===== config.mk =====
export PLATFORM = sky130hd
export DESIGN_NAME = tc_pair
export DESIGN_NICKNAME = d
export VERILOG_FILES = /design/src/rtl/tc_pkg.sv /design/src/rtl/tc_tick.sv /design/src/rtl/tc_source.sv /design/src/rtl/tc_core.sv /design/src/rtl/tc_pair.sv
export SDC_FILE = /design/constraint.sdc
export NUM_CORES = 1
export LEC_CHECK = 0
export CELL_PAD_IN_SITES_DETAIL_PLACEMENT = 1
export CELL_PAD_IN_SITES_GLOBAL_PLACEMENT = 2
export CORE_MARGIN = 2
export CORE_UTILIZATION = 32
export CTS_CLUSTER_SIZE = 40
export DETAILED_ROUTE_END_ITERATION = 8
export PLACE_DENSITY = 0.82
export SYNTH_ARGS = -nofsm -noshare
export SYNTH_HDL_FRONTEND = slang
export SYNTH_SLANG_ARGS = --single-unit

===== constraint.sdc =====
create_clock -name clk -period 2.5 [get_ports clk]
set_input_delay 0.5 -clock clk [delete_from_list [all_inputs] [get_ports clk]]
set_output_delay 0.5 -clock clk [all_outputs]
set_load 0.1 [all_outputs]

===== src/rtl/tc_pkg.sv =====
package tc_pkg;
  typedef enum logic [1:0] {
    TM_13B    = 2'b00,
    TM_16B    = 2'b01,
    TM_RELOAD = 2'b10,
    TM_SPLIT  = 2'b11
  } tc_mode_e;

  localparam int AW = 3;
  localparam logic [AW-1:0] A_MODE = 3'd0;
  localparam logic [AW-1:0] A_CTRL = 3'd1;
  localparam logic [AW-1:0] A_C0L  = 3'd2;
  localparam logic [AW-1:0] A_C0H  = 3'd3;
  localparam logic [AW-1:0] A_C1L  = 3'd4;
  localparam logic [AW-1:0] A_C1H  = 3'd5;
endpackage


===== src/rtl/tc_tick.sv =====
module tc_tick #(
  parameter int DIV = 12
) (
  input  logic clk,
  input  logic rst_n,
  output logic tick
);
  localparam int W = (DIV > 2) ? $clog2(DIV) : 1;

  logic [W-1:0] cnt_q, cnt_d;

  assign tick = (cnt_q == W'(DIV - 1));

  always_comb begin
    cnt_d = tick ? '0 : cnt_q + 1'b1;
  end

  always_ff @(posedge clk or negedge rst_n) begin
    if (!rst_n) cnt_q <= '0;
    else        cnt_q <= cnt_d;
  end

  // a machine-cycle pulse lasts one clock
  assert_tick_gap_R2: assert property (@(posedge clk) disable iff (!rst_n)
    tick |=> !tick);
endmodule


===== src/rtl/tc_source.sv =====
module tc_source (
  input  logic clk,
  input  logic rst_n,
  input  logic tick,
  input  logic run,
  input  logic gate,
  input  logic ext_sel,
  input  logic gate_pin,
  input  logic cnt_pin,
  output logic evt
);
  logic samp_q, samp_d;
  logic fall, allowed;

  always_comb begin
    samp_d  = tick ? cnt_pin : samp_q;
    fall    = samp_q & ~cnt_pin;
    allowed = run & (~gate | gate_pin);
    evt     = tick & allowed & (ext_sel ? fall : 1'b1);
  end

  always_ff @(posedge clk or negedge rst_n) begin
    if (!rst_n) samp_q <= 1'b0;
    else        samp_q <= samp_d;
  end
endmodule


===== src/rtl/tc_core.sv =====
module tc_core
  import tc_pkg::*;
#(
  parameter bit SPLIT = 1'b0,
  parameter int W     = 8,
  parameter int PRE_W = 5
) (
  input  logic         clk,
  input  logic         rst_n,
  input  tc_mode_e     mode,
  input  logic         inc,
  input  logic         hi_inc,
  input  logic         wr_lo,
  input  logic         wr_hi,
  input  logic [W-1:0] wr_data,
  output logic [W-1:0] lo_q,
  output logic [W-1:0] hi_q,
  output logic         ovf,
  output logic         hi_ovf
);
  localparam logic [W-1:0]     ALL1   = {W{1'b1}};
  localparam logic [PRE_W-1:0] PRE_MX = {PRE_W{1'b1}};

  logic [W-1:0]   lo_d, hi_d;
  logic [2*W-1:0] wide_inc;

  always_comb begin
    lo_d     = lo_q;
    hi_d     = hi_q;
    ovf      = 1'b0;
    hi_ovf   = 1'b0;
    wide_inc = {hi_q, lo_q} + 1'b1;
    case (mode)
      TM_13B: begin
        if (inc) begin
          if (lo_q[PRE_W-1:0] == PRE_MX) begin
            lo_d[PRE_W-1:0] = '0;
            hi_d            = hi_q + 1'b1;
            ovf             = (hi_q == ALL1);
          end else begin
            lo_d[PRE_W-1:0] = lo_q[PRE_W-1:0] + 1'b1;
          end
        end
      end
      TM_16B: begin
        if (inc) begin
          {hi_d, lo_d} = wide_inc;
          ovf          = (lo_q == ALL1) && (hi_q == ALL1);
        end
      end
      TM_RELOAD: begin
        if (inc) begin
          if (lo_q == ALL1) begin
            lo_d = hi_q;
            ovf  = 1'b1;
          end else begin
            lo_d = lo_q + 1'b1;
          end
        end
      end
      default: begin
        if (SPLIT) begin
          if (inc) begin
            lo_d = lo_q + 1'b1;
            ovf  = (lo_q == ALL1);
          end
          if (hi_inc) begin
            hi_d   = hi_q + 1'b1;
            hi_ovf = (hi_q == ALL1);
          end
        end
      end
    endcase
    if (wr_lo) lo_d = wr_data;
    if (wr_hi) hi_d = wr_data;
  end

  always_ff @(posedge clk or negedge rst_n) begin
    if (!rst_n) begin
      lo_q <= '0;
      hi_q <= '0;
    end else begin
      lo_q <= lo_d;
      hi_q <= hi_d;
    end
  end

  // upper low-byte bits are untouched by the 13-bit count
  assert_keep_upper_R5: assert property (@(posedge clk) disable iff (!rst_n)
    (mode == TM_13B && !wr_lo) |=> (lo_q[W-1:PRE_W] == $past(lo_q[W-1:PRE_W])));

  // 16-bit wrap lands on zero
  assert_wrap16_R6: assert property (@(posedge clk) disable iff (!rst_n)
    (mode == TM_16B && inc && lo_q == ALL1 && hi_q == ALL1 && !wr_lo && !wr_hi)
      |=> (lo_q == '0 && hi_q == '0));

  // reload takes the high byte
  assert_reload_R7: assert property (@(posedge clk) disable iff (!rst_n)
    (mode == TM_RELOAD && inc && lo_q == ALL1 && !wr_lo && !wr_hi)
      |=> (lo_q == $past(hi_q)));

  generate
    if (!SPLIT) begin : g_hold_chk
      // counter 1 freezes in mode 11
      assert_hold_R8: assert property (@(posedge clk) disable iff (!rst_n)
        (mode == TM_SPLIT && !wr_lo && !wr_hi) |=> ($stable(lo_q) && $stable(hi_q)));
    end
  endgenerate
endmodule


===== src/rtl/tc_pair.sv =====
module tc_pair
  import tc_pkg::*;
#(
  parameter int TICK_DIV = 12,
  parameter int DW       = 8,
  parameter int NCNT     = 2
) (
  input  logic          clk,
  input  logic          rst_n,
  input  logic          wr_en,
  input  logic [2:0]    wr_addr,
  input  logic [7:0]    wr_data,
  input  logic [2:0]    rd_addr,
  output logic [7:0]    rd_data,
  input  logic [1:0]    gate_pin,
  input  logic [1:0]    cnt_pin,
  input  logic [1:0]    flag_ack,
  output logic [1:0]    flag
);
  localparam int FLD = 4;

  logic            tick;
  logic [7:0]      mode_q, mode_d;
  logic [NCNT-1:0] run_q, run_d, flag_q, flag_d, flag_set;
  logic [NCNT-1:0] evt, ovf_v, hiovf_v, wr_lo, wr_hi;
  logic [DW-1:0]   lo_v [NCNT];
  logic [DW-1:0]   hi_v [NCNT];
  logic            split0;
  logic            wr_mode, wr_ctrl;

  tc_tick #(.DIV(TICK_DIV)) u_tick (.clk(clk), .rst_n(rst_n), .tick(tick));

  assign split0  = (tc_mode_e'(mode_q[1:0]) == TM_SPLIT);
  assign wr_mode = wr_en && (wr_addr == A_MODE);
  assign wr_ctrl = wr_en && (wr_addr == A_CTRL);

  generate
    for (genvar n = 0; n < NCNT; n++) begin : g_cnt
      logic hi_tick;
      assign wr_lo[n] = wr_en && (wr_addr == A_C0L + 3'(2 * n));
      assign wr_hi[n] = wr_en && (wr_addr == A_C0H + 3'(2 * n));
      assign hi_tick  = (n == 0) ? (tick & run_q[NCNT-1]) : 1'b0;

      tc_source u_src (
        .clk     (clk),
        .rst_n   (rst_n),
        .tick    (tick),
        .run     (run_q[n]),
        .gate    (mode_q[FLD*n+3]),
        .ext_sel (mode_q[FLD*n+2]),
        .gate_pin(gate_pin[n]),
        .cnt_pin (cnt_pin[n]),
        .evt     (evt[n])
      );

      tc_core #(.SPLIT(n == 0), .W(DW)) u_core (
        .clk    (clk),
        .rst_n  (rst_n),
        .mode   (tc_mode_e'(mode_q[FLD*n +: 2])),
        .inc    (evt[n]),
        .hi_inc (hi_tick),
        .wr_lo  (wr_lo[n]),
        .wr_hi  (wr_hi[n]),
        .wr_data(wr_data[DW-1:0]),
        .lo_q   (lo_v[n]),
        .hi_q   (hi_v[n]),
        .ovf    (ovf_v[n]),
        .hi_ovf (hiovf_v[n])
      );
    end
  endgenerate

  always_comb begin
    flag_set[0] = ovf_v[0];
    flag_set[1] = split0 ? hiovf_v[0] : (ovf_v[1] | hiovf_v[1]);
  end

  always_comb begin
    mode_d = mode_q;
    run_d  = run_q;
    flag_d = flag_q;
    if (wr_mode) mode_d = wr_data;
    if (wr_ctrl) begin
      run_d  = wr_data[1:0];
      flag_d = wr_data[5:4];
    end
    flag_d = (flag_d & ~flag_ack) | flag_set;
  end

  always_ff @(posedge clk or negedge rst_n) begin
    if (!rst_n) begin
      mode_q <= '0;
      run_q  <= '0;
      flag_q <= '0;
    end else begin
      mode_q <= mode_d;
      run_q  <= run_d;
      flag_q <= flag_d;
    end
  end

  always_comb begin
    case (rd_addr)
      A_MODE:  rd_data = mode_q;
      A_CTRL:  rd_data = {2'b00, flag_q, 2'b00, run_q};
      A_C0L:   rd_data = lo_v[0];
      A_C0H:   rd_data = hi_v[0];
      A_C1L:   rd_data = lo_v[1];
      A_C1H:   rd_data = hi_v[1];
      default: rd_data = 8'h00;
    endcase
  end

  assign flag = flag_q;

  generate
    for (genvar n = 0; n < NCNT; n++) begin : g_flag_chk
      // a flag only rises from an overflow or a control write
      assert_flag_cause_R10: assert property (@(posedge clk) disable iff (!rst_n)
        (flag_q[n] && !$past(flag_q[n])) |-> $past(flag_set[n] || wr_ctrl));
    end
  endgenerate
endmodule


==> results.tsv <==
stage	metric	value	unit
run_status	status	completed	
yosys	ys_seq_area_share	32.7	%
worst_setup_path	reg2reg_slack	210	ps
drt	via_count	3967	
sta	hold_violations	0	
layout	register_area	0.00125	mm2
worst_setup_path	cp-end-kind	output port	
sta	fin_crit_sh	97.2	%
drt	ant_nets	0	
clock_tree	worstSkewPairLatency	300	ps
clock_tree	clock-root-buffer	clkbuf_16	
worst_setup_path	worstSetupEndpoint	rd_data[6]	
placed_design	place_ws	-134	ps
clock_tree	clkSinkCount	50	
yosys	synth_cell_types	63	
power_and_ir_drop	peakVddDrop	0.289	mV
floorplanning	core	0.0115	mm2
layout	nFillCells	1351	
clock_tree	htreeDepth	2	
layout	drive_above_1_share	18.8	%
sta	setup_ws	69.2	ps
layout	area_delta_synth_final	28.9	%
floorplanning	die_w	113	um
floorplanning	io_pins	33	
sta	period_minus_slack	2430	ps
drt	dr.pass1.iters	4	
yosys	syn-cell-area	0.00382	mm2
yosys	synth_cells	463	
placed_design	place_congestion	0.900	
placed_design	hpwlAfterDp	11300	um
worst_setup_path	r2r-start	g_cnt[0].u_core.lo_q[1]	
sta	skew	8.14	ps
layout	diodes	0	
drt	drtIter0Drc	278	
yosys	ys_seq_elements	50	
worst_setup_path	path_max_fanout	8	
clock_tree	clk_path_buf_depth	2	
power_and_ir_drop	p_leak	0.00201	uW
yosys	synthArstFlopShare	100	%
clock_tree	cts_tree	done	
sta	drv_slew	0	
sta	slew_headroom	39.7	%
job	maxCapViolations	0	
floorplanning	rows	39	
floorplanning	dieArea	0.0128	mm2
yosys	synth_edf_count	0	
power_and_ir_drop	power_density	796	mW/mm2
yosys	avgSynthCellArea	8.26	um2
yosys	synth_fp_nets	502	
worst_setup_path	required	2000	ps
clock_tree	clk_pin_slew	70	ps
yosys	ys_warn_count	0	
grt	antenna_found_initial	0	
yosys	synth_ff_type	dfrtp_1	
worst_setup_path	arrival	1930	ps
clock_tree	cts_buffers	5	
worst_setup_path	crit_type	input port to output port	
grt	grt_pass1_wl	23000	um
drt	via_per_inst	5.92	
power_and_ir_drop	p_total	3930	uW
worst_setup_path	cp-start-kind	input port	
sta	setup_viol_count_final	0	
floorplanning	die_y	113	um
layout	nNetsFinal	565	
grt	track_usage	23.3	%
layout	multiInputGateArea	0.00252	mm2
sta	rsz0062_at_grt	false	
drt	drc	0	
grt	grt_pass1_vias	4059	
sta	fmax	0.411	GHz
floorplanning	start_util	33.2	%
grt	overflow	0	
drt	finalWirelength	14400	um
drt	wl_per_cell	21.5	um
grt	grt_start_max_net_pins	29	
worst_setup_path	crit_path_start	rd_addr[1]	
placed_design	port_buffers	32	
sta	worst_pin_slew	896	ps
worst_setup_path	rr_endpoint	g_cnt[0].u_core.hi_q[4]	
min_path	min_path_type	input port to async pin	
worst_setup_path	rr_worst_depth	10	
-- layer usage --
layer,GRT usage (%),up-vias,routed length (um)
met3,3.27,14,709
met1,32.8,2003,6690
met2,38.1,117,6810
met5,0,-,0
met4,5.04,0,195
li1,-,1833,-
-- worst max-delay path, stage by stage --
cell and delay, ps:
clkdlybuf4s50_1 510, buf_4 180, nor2b_1 200, a22oi_1 110, a21oi_2 220, buf_12 200
-- through the flow --
stage	cells	hold slack (ps)	util [%]	area, um2	setup TNS, ps
floorplan	463	204	-	3910	-310
global placement	659	444	41.0	4720	-224
detailed placement	659	460	41.0	4720	-616
CTS	667	270	42.6	4900	0
global route	670	286	42.8	4930	0
finish	670	243	42.8	4930	0
-- kinds of logic (layout without fill, tap and decap cells) --
logic type      count (synthesis)  in the layout  synth area share, %
simple gates                  200            200                 25.9
compound gates                120            120                 21.5
flops                          50             50                 32.7
buf+inv                        37            101                 4.09
mux                            25             25                 7.17
fa+ha+maj                      16             16                 5.24
xor+xnor                       15             15                 3.44
-- flip-flops by register name, indices dropped and copies added, names as in the netlist --
name / flops
g_cnt.u_src.samp_q: 2
g_cnt.u_core.lo_q: 16
g_cnt.u_core.hi_q: 16
flag: 2
run_q: 2
u_tick.cnt_q: 4
mode_q: 8
-- report_power, final --
| group | total, uW | internal [uW] | leakage (uW) | switching, uW |
|---|---|---|---|---|
| registers | 1360 | 1000 | 0.000600 | 361 |
| logic | 1770 | 739 | 0.00132 | 1030 |
| clock network | 795 | 470 | 0.0000836 | 325 |
| total | 3930 | 2210 | 0.00201 | 1710 |
-- cells in the mapped netlist, drive strengths merged (3+ instances only) --
cell	count	area (um2)
o221ai	4	35.0
xor2	11	96.3
dfrtp	50	1250
mux2i	15	150
nand3	26	130
nand2	55	206
a21oi	18	90.1
mux2	9	101
xnor2	4	35.0
nor3b	4	30.0
clkbuf	18	68.8
buf	5	35.0
o2bb2ai	4	35.0
a22oi	7	52.6
o21ai	31	155
nand2b	4	25.0
a31oi	13	81.3
ha	16	200
nor2b	12	75.1
nor2	47	176
or3	7	45.1
and2	4	25.0
a22o	3	26.3
nand4	9	56.3
nor3	10	50.1
inv	14	52.6
and3	10	62.6
o22ai	10	62.6
o211ai	4	30.0
a211oi	4	35.0
o31ai	4	30.0
-- placed cells by master (no fill, tap or decap), types with 6 or more instances in the layout --
cell,n
a21oi_1,16
a22oi_1,7
a31oi_1,12
and3_1,10
buf_12,9
buf_4,46
clkdlybuf4s50_1,19
dfrtp_1,50
ha_1,16
inv_1,13
mux2_2,9
mux2i_1,14
nand2_1,55
nand3_1,26
nand4_1,9
nor2_1,47
nor2b_1,12
nor3_1,9
o21ai_0,29
o22ai_1,6
or3_1,6
xor2_1,11
-- layout make-up --
cell class | count | area share (%)
clock buffers | 5 | 2.54
clock inverters | 3 | 0.812
inverters | 14 | 1.07
multi-input cells | 376 | 51.2
flip-flops and latches | 50 | 25.4
well taps | 143 | 3.63
repair buffers | 79 | 15.4
-- worst min path at each step --
stage	cells past startpoint	slack, ps	from	endpoint
finish	1	240	rst_n	g_cnt[0].u_core.hi_q[5]
global route	1	290	rst_n	g_cnt[0].u_core.hi_q[5]
CTS	1	270	rst_n	g_cnt[0].u_core.hi_q[5]
detailed placement	1	460	u_tick.cnt_q[0]	u_tick.cnt_q[0]
global placement	1	440	u_tick.cnt_q[0]	u_tick.cnt_q[0]
floorplan	0	200	rst_n	flag[0]
-- what timing repair did --
item | CTS | global route
resized for setup | 5 | 4
hold buffers | 0 | 0
hold endpoints to repair | 0 | 0
gates cloned | 0 | 1
setup endpoints to repair | 8 | 3
setup buffers | 0 | 2
pin swaps | 0 | 0
(Power assumes the default switching activity.)
